**src/rtl/led_front_pkg.sv**
```systemverilog
package led_front_pkg;

    // Shift-clock level tracker states
    typedef enum logic {
        SCLK_LOW  = 1'b0,
        SCLK_HIGH = 1'b1
    } sclk_state_e;

    // Positions of the control pins inside the synchronizer vector
    localparam int PIN_COUNT  = 4;
    localparam int PIN_SIN    = 0;
    localparam int PIN_SCLK   = 1;
    localparam int PIN_STROBE = 2;
    localparam int PIN_ENN    = 3;

endpackage

```
**src/rtl/led_pin_sync.sv**
```systemverilog
module led_pin_sync #(
    parameter int               WIDTH   = 4,
    parameter int               STAGES  = 2,
    parameter logic [WIDTH-1:0] RST_VAL = '0
) (
    input  logic             clk,
    input  logic             rst_n,
    input  logic [WIDTH-1:0] pin_async,
    output logic [WIDTH-1:0] pin_sync
);

    logic [WIDTH-1:0] stage_q [STAGES];

    for (genvar g = 0; g < STAGES; g++) begin : g_stage
        if (g == 0) begin : g_first
            always_ff @(posedge clk or negedge rst_n) begin
                if (!rst_n) stage_q[g] <= RST_VAL;
                else        stage_q[g] <= pin_async;
            end
        end else begin : g_next
            always_ff @(posedge clk or negedge rst_n) begin
                if (!rst_n) stage_q[g] <= RST_VAL;
                else        stage_q[g] <= stage_q[g-1];
            end
        end
    end

    assign pin_sync = stage_q[STAGES-1];

endmodule

```
**src/rtl/led_sclk_edge.sv**
```systemverilog
module led_sclk_edge
    import led_front_pkg::*;
(
    input  logic clk,
    input  logic rst_n,
    input  logic sclk_s,
    output logic shift_pulse
);

    sclk_state_e state_q, state_d;

    // State register
    always_ff @(posedge clk or negedge rst_n) begin
        if (!rst_n) state_q <= SCLK_LOW;
        else        state_q <= state_d;
    end

    // Next state
    always_comb begin
        state_d = state_q;
        unique case (state_q)
            SCLK_LOW:  if (sclk_s)  state_d = SCLK_HIGH;
            SCLK_HIGH: if (!sclk_s) state_d = SCLK_LOW;
            default:                state_d = SCLK_LOW;
        endcase
    end

    // Outputs
    always_comb begin
        shift_pulse = 1'b0;
        unique case (state_q)
            SCLK_LOW:  shift_pulse = sclk_s;
            SCLK_HIGH: shift_pulse = 1'b0;
            default:   shift_pulse = 1'b0;
        endcase
    end


    single_pulse_chk: assert property (@(posedge clk) disable iff (!rst_n)
        shift_pulse |=> !shift_pulse);

endmodule

```
**src/rtl/led_shift_chain.sv**
```systemverilog
module led_shift_chain #(
    parameter int STAGES = 16
) (
    input  logic              clk,
    input  logic              rst_n,
    input  logic              shift_pulse,
    input  logic              sin_s,
    output logic [STAGES-1:0] chain_q,
    output logic              ser_out
);

    always_ff @(posedge clk or negedge rst_n) begin
        if (!rst_n)           chain_q <= '0;
        else if (shift_pulse) chain_q <= {chain_q[STAGES-2:0], sin_s};
    end

    assign ser_out = chain_q[STAGES-1];


    idle_chk: assert property (@(posedge clk) disable iff (!rst_n)
        !shift_pulse |=> $stable(chain_q));


    entry_chk: assert property (@(posedge clk) disable iff (!rst_n)
        shift_pulse |=> chain_q[0] == $past(sin_s));


    cascade_chk: assert property (@(posedge clk) disable iff (!rst_n)
        shift_pulse |=> ser_out == $past(chain_q[STAGES-2]));

endmodule

```
**src/rtl/led_sink_front.sv**
```systemverilog
module led_sink_front
    import led_front_pkg::*;
#(
    parameter int CHANNELS    = 16,
    parameter int SYNC_STAGES = 2
) (
    input  logic                clk,
    input  logic                rst_n,
    input  logic                ser_in,
    input  logic                shift_clk,
    input  logic                strobe,
    input  logic                enable_n,
    output logic                ser_out,
    output logic [CHANNELS-1:0] chan_on
);

    localparam logic [PIN_COUNT-1:0] PIN_RST = PIN_COUNT'(1) << PIN_ENN;

    logic [PIN_COUNT-1:0] pins_raw, pins_s;
    logic                 shift_pulse;
    logic [CHANNELS-1:0]  chain_q;
    logic [CHANNELS-1:0]  held_q;
    logic                 strobe_s, blank_s;

    assign pins_raw = {enable_n, strobe, shift_clk, ser_in};

    led_pin_sync #(
        .WIDTH   (PIN_COUNT),
        .STAGES  (SYNC_STAGES),
        .RST_VAL (PIN_RST)
    ) u_sync (
        .clk       (clk),
        .rst_n     (rst_n),
        .pin_async (pins_raw),
        .pin_sync  (pins_s)
    );

    assign strobe_s = pins_s[PIN_STROBE];
    assign blank_s  = pins_s[PIN_ENN];

    led_sclk_edge u_edge (
        .clk         (clk),
        .rst_n       (rst_n),
        .sclk_s      (pins_s[PIN_SCLK]),
        .shift_pulse (shift_pulse)
    );

    led_shift_chain #(
        .STAGES (CHANNELS)
    ) u_chain (
        .clk         (clk),
        .rst_n       (rst_n),
        .shift_pulse (shift_pulse),
        .sin_s       (pins_s[PIN_SIN]),
        .chain_q     (chain_q),
        .ser_out     (ser_out)
    );

    // Level-sensitive holding stage, sampled on the system clock
    always_ff @(posedge clk or negedge rst_n) begin
        if (!rst_n)        held_q <= '0;
        else if (strobe_s) held_q <= chain_q;
    end

    assign chan_on = blank_s ? '0 : held_q;


    transparent_chk: assert property (@(posedge clk) disable iff (!rst_n)
        strobe_s |=> held_q == $past(chain_q));


    hold_chk: assert property (@(posedge clk) disable iff (!rst_n)
        !strobe_s |=> $stable(held_q));


    blank_when_off_chk: assert property (@(posedge clk) disable iff (!rst_n)
        $past(pins_raw[PIN_ENN]) && $past(blank_s) |-> chan_on == '0);

endmodule

```
**config.mk**
```make
export PLATFORM = sky130hd
export DESIGN_NAME = led_sink_front
export DESIGN_NICKNAME = d
export VERILOG_FILES = /design/src/rtl/led_front_pkg.sv /design/src/rtl/led_pin_sync.sv /design/src/rtl/led_sclk_edge.sv /design/src/rtl/led_shift_chain.sv /design/src/rtl/led_sink_front.sv
export SDC_FILE = /design/constraint.sdc
export NUM_CORES = 1
export LEC_CHECK = 0
export ABC_AREA = 1
export CAP_MARGIN = 20
export CORE_ASPECT_RATIO = 0.7
export CORE_MARGIN = 4
export CORE_UTILIZATION = 50
export DETAILED_ROUTE_END_ITERATION = 7
export PLACE_DENSITY = 0.73
export SLEW_MARGIN = 20
export SYNTH_ARGS = -nofsm -noshare
export SYNTH_HDL_FRONTEND = slang
export SYNTH_HIERARCHICAL = 1
export SYNTH_SLANG_ARGS = --single-unit
```
**constraint.sdc**
```tcl
create_clock -name clk -period 1.31 [get_ports clk]
set_input_delay 0.1965 -clock clk [delete_from_list [all_inputs] [get_ports clk]]
set_output_delay 0.1965 -clock clk [all_outputs]
set_load 0.02 [all_outputs]
```
; Yosys cells after proc, flatten, opt, wreduce, memory -nomap -nowiden
; Index checks and enable logic that the tools add are counted.
[op_classes]
bitwise_logic = 1
mux = 3
[op_table]
columns = operator, n
row1 = 2-to-1 mux 16 bit, 1
row2 = one-hot mux 1 bit (2 select lines), 1
row3 = 2-to-1 mux 1 bit, 1
row4 = inverter 1 bit, 1
[word_totals]
output_inout_bits = 17
elab_cells = 9
register_bits = 41
input_bits = 6

; Longest topological paths before layout
[logic_depth]
depth_word = 2
ltp_mapped = 8
ltp_nobuf = 5

; By module
; Netlist, hierarchy kept.
[modules_own_cells]
columns = mod, cells_each, seq_area_each_um2, area_per_inst_um2, instances
row1 = led_sink_front, 102, 400.4, 820.8, 1
row2 = led_shift_chain, 69, 400.4, 691.9, 1
row3 = led_pin_sync, 12, 202.7, 232.7, 1
row4 = led_sclk_edge, 3, 25.0, 35.0, 1

; Worst setup path after synthesis
; OpenSTA, ideal clock, no wires.
[synth_timing]
path_kind = reg2out
from = register u_sync.stage_q (netlist bit u_sync/pin_sync[3])
to = output port chan_on[10]
path_buffers = 3
path_stages_with_launch = 5
setup_slack_ns = 0.086
arrival_ns = 1.028
required_ns = 1.113
cell_sequence = dfstp_2 -> buf_4 -> clkbuf_2 -> buf_6 -> nor2_1
[synth_between]
elab_chain_len = 1
[synth_lines]
columns = item, line_no
row1 = from (decl), led_pin_sync.sv:12  ; logic [WIDTH-1:0] stage_q [STAGES];
row2 = "from (signal, indexed assignment)", led_pin_sync.sv:23  ; else stage_q[g] <= stage_q[g-1];
row3 = 2-to-1 mux 16 bit, led_sink_front.sv:65  ; assign chan_on = blank_s ? '0 : held_q;
row4 = to (decl), led_sink_front.sv:14  ; output logic [CHANNELS-1:0] chan_on
; Every way passes these cells.

; Final worst setup path
[layout_timing]
from = register u_sync.stage_q (netlist bit u_sync/pin_sync[3])
to = output port chan_on[7]
; Same word-level chain as after synthesis.

==> run metrics <==
Synth cell types=12; Slowest cell on crit path=dfstp_2; fin. max-slew vios=0; class of the worst hold path=in2reg; CTS tree=done; M3 GR Usage=between 7 and 8%; fin area=2120 µm²; detailed-route DRC error count=0; Reg2Reg Setup Slack=0.26 ns; H-Tree Depth=2; # nets final=between 200 and 250; Yosys reg bits=between 40 and 50; failing checks=setup timing; placed cells=~250; Rel. slew slack=between 70% and 80%; CP Class=reg2out; Arr. time, crit path=1.24 ns; RR Startpoint=u_edge/state_q; clock slew at reported path FFs=0.07 ns; post-route non-filler standard cell count=260; maxcap violations=0; Post-Syn Area=1780 µm²; maximum vdd drop=between 0.0008 and 0.0009 V; Hold Fails Final Rpt=0; Adder-Cell Fraction of Synth Area=0%; Worst setup SP type=flop; Crit path largest cell delay=between 0.5 and 0.6 ns; syn avg cell area=about 9.6 µm²; IO Count=23; actual slew at the worst max-slew pin=0.3718 ns; Num CTS Buffers=5; routability cong.=roughly 0.72; multiplexer share of the synthesized area=0%; Initial Util=54.35%; Via density=4.423; number of core rows=17; DIE AREA=4595 µm²; grt ovf=0; Setup crit end kind=output port; clk_skew=~0.0019 ns; FF+latch area=between 1000 and 1500 µm²; Final WS setup=-0.1229 ns; 1st-iter DRT viols=30; vias=between 1000 and 1500; die width=79.33 µm; Synth Warn #=6; leakage=1.098 nW; crit-path max FO=7; M2 GR Usage=between 20% and 30%; crit path capture=chan_on[7]; Placement Cell Area=roughly 2000 µm²; worst reg2reg endpoint=u_chain/chain_q[13]; ant diodes=0; Filler Cells Inserted=about 280; grt met1 use=roughly a fifth; Detailed Route WL=2.971 mm; outcome=complete, but fails checks; Max Freq=between 600 and 700 MHz; Root Buffer=clkbuf_8; GRT Resource Usage Total=between 15 and 20%; global-route wire length before repair=roughly 5.5 mm; critical path launch point=u_sync/pin_sync[3]; I/O Buffers=22; Crit path depth=4; minimum clock period=1.433 ns; antenna-violating nets left=0; Clock Latency Late Sink=around 0.29 ns; vias in the first global route=roughly 1200; Seq/Total Area, Yosys=57.77%; die height=~58 µm; layout cells sized above 1=slightly below 40%; Worst Path Buf+Inv=3; pwr/cell area=approximately 1400 nW/µm²; Synth Area in Compound Gates=0%; Syn Inst Count=186; largest family of logic cells by synthesized area=simple AND/OR/NAND/NOR gates; wire per inst=roughly 11 µm; CP required=between 1 and 1.5 ns; RSZ-0062 raised after global routing=true; CTS Sinks=41; Core Area=3276 µm²; GR peak layer=met2; drt pass-1 iters=5; CTS Buffer Depth=2; Syn Nets=between 150 and 200; CP top delay family=flip-flops; reg2reg path depth=5; Final setup violation count=16; area delta synth->final=19.04%; xor and xnor area share after synthesis=0%; pin count of the biggest net entering global routing=27; Post-Synth Simple-Gate Area=a little under 30%; Cell Chain, Critical Path=buf_12 -> buf_4 -> nor2_2 -> buf_6; area taken by multi-input logic gates=551.8 µm²; DP Wirelength=around 2 mm; final period utilization=109.4%; initial antenna violation count=0
-- layout by cell type (no fill, tap or decap) --
master           Yosys  final
nand2_1             56     56
buf_6                5     10
inv_8                2      2
dlygate4sd2_1        0      1
nand2_2             40     40
buf_4                5      9
clkbuf_1             0      2
clkbuf_8             0      6
dfstp_2              2      2
dfrtp_1             39     39
buf_12               2      2
nor2_4               0      2
clkdlybuf4s50_1      0      4
buf_2                0      5
nor2_2               1      5
nor2_1              16     10
dlygate4sd3_1        0      1
inv_1               17     17
-- sequential cells by signal, summed over array words and instances, names as in the netlist --
| signal | flops |
|---|---|
| held_q | 16 |
| u_chain/chain_q | 16 |
| u_sync/pin_sync | 4 |
| u_sync/stage_q | 4 |
| u_edge/state_q | 1 |
-- stage by stage --
stage | setup slack (ns) | utilization, % | power (mW) | hold slack, ns | TNS, ns
finish | -0.1229 | 64.71 | 3.009 | 0.3125 | -1.259
CTS | -0.1440 | 64.25 | 3.031 | 0.3102 | -1.312
floorplan | 0.08577 | - | 1.993 | -0.09909 | 0
global route | -0.1814 | 64.71 | 3.194 | 0.3051 | -2.170
global placement | -0.1751 | 59.55 | 2.150 | 0.1268 | -2.726
detailed placement | -0.2181 | 59.55 | 2.183 | 0.1341 | -3.114
-- cell usage after synthesis --
| library cell | number | area share, % |
|---|---|---|
| nand2_1 | 56 | 12 |
| nand2_2 | 40 | 14 |
| dfrtp_1 | 39 | 55 |
| inv_1 | 17 | 3.6 |
| nor2_1 | 16 | 3.4 |
| buf_4 | 5 | 2.1 |
| buf_6 | 5 | 3.2 |
| buf_12 | 2 | 2.2 |
| dfstp_2 | 2 | 3.0 |
| inv_8 | 2 | 1.3 |
| clkbuf_2 | 1 | 0.28 |
| nor2_2 | 1 | 0.35 |
-- worst min-delay path by stage --
stage          startpoint                  to  slack [ns]  cells after the start
6_report         enable_n   u_sync/stage_q[7]        0.31                      1
3_5_place_dp        rst_n   u_sync/stage_q[5]        0.13                      1
3_3_place_gp        rst_n  u_chain/chain_q[0]        0.13                      1
4_1_cts          enable_n   u_sync/stage_q[7]        0.31                      1
2_1_floorplan       rst_n           held_q[0]        -0.1                      0
5_1_grt          enable_n   u_sync/stage_q[7]        0.31                      1
-- final cells by class --
class	instances	share of cell area [%]
clock buffers	8	4.250
inverters	19	4.073
multi-input cells	113	26.03
flip-flops and latches	41	48.52
well taps	47	2.775
repair buffers	32	14.34
-- per-layer routing --
layer / vias up / share of wire (%)
met4: 0 / 1.3
met1: 540 / 45
met3: 5 / 6.4
met5: - / 0
li1: 581 / -
met2: 24 / 47
-- what timing repair did --
action / 4_1_cts / 5_1_grt
resized for setup: 91 / 5
cloned: 0 / 0
endpoints found under the hold margin: 15 / 0
buffers inserted: 6 / 0
pin swaps: 4 / 1
hold buffers: 1 / 0
setup endpoints to repair: 17 / 16
-- cell families after synthesis --
logic type | count (synthesis)
flip-flops | 41
buffers and inverters | 32
AND/OR/NAND/NOR | 113
-- power breakdown --
group	total, mW	switching [mW]	internal (mW)
Combinational	0.571	0.322	0.250
Clock	0.827	0.397	0.429
Sequential	1.61	0.150	1.46
Total	3.01	0.869	2.14
(Power assumes the default switching activity.)
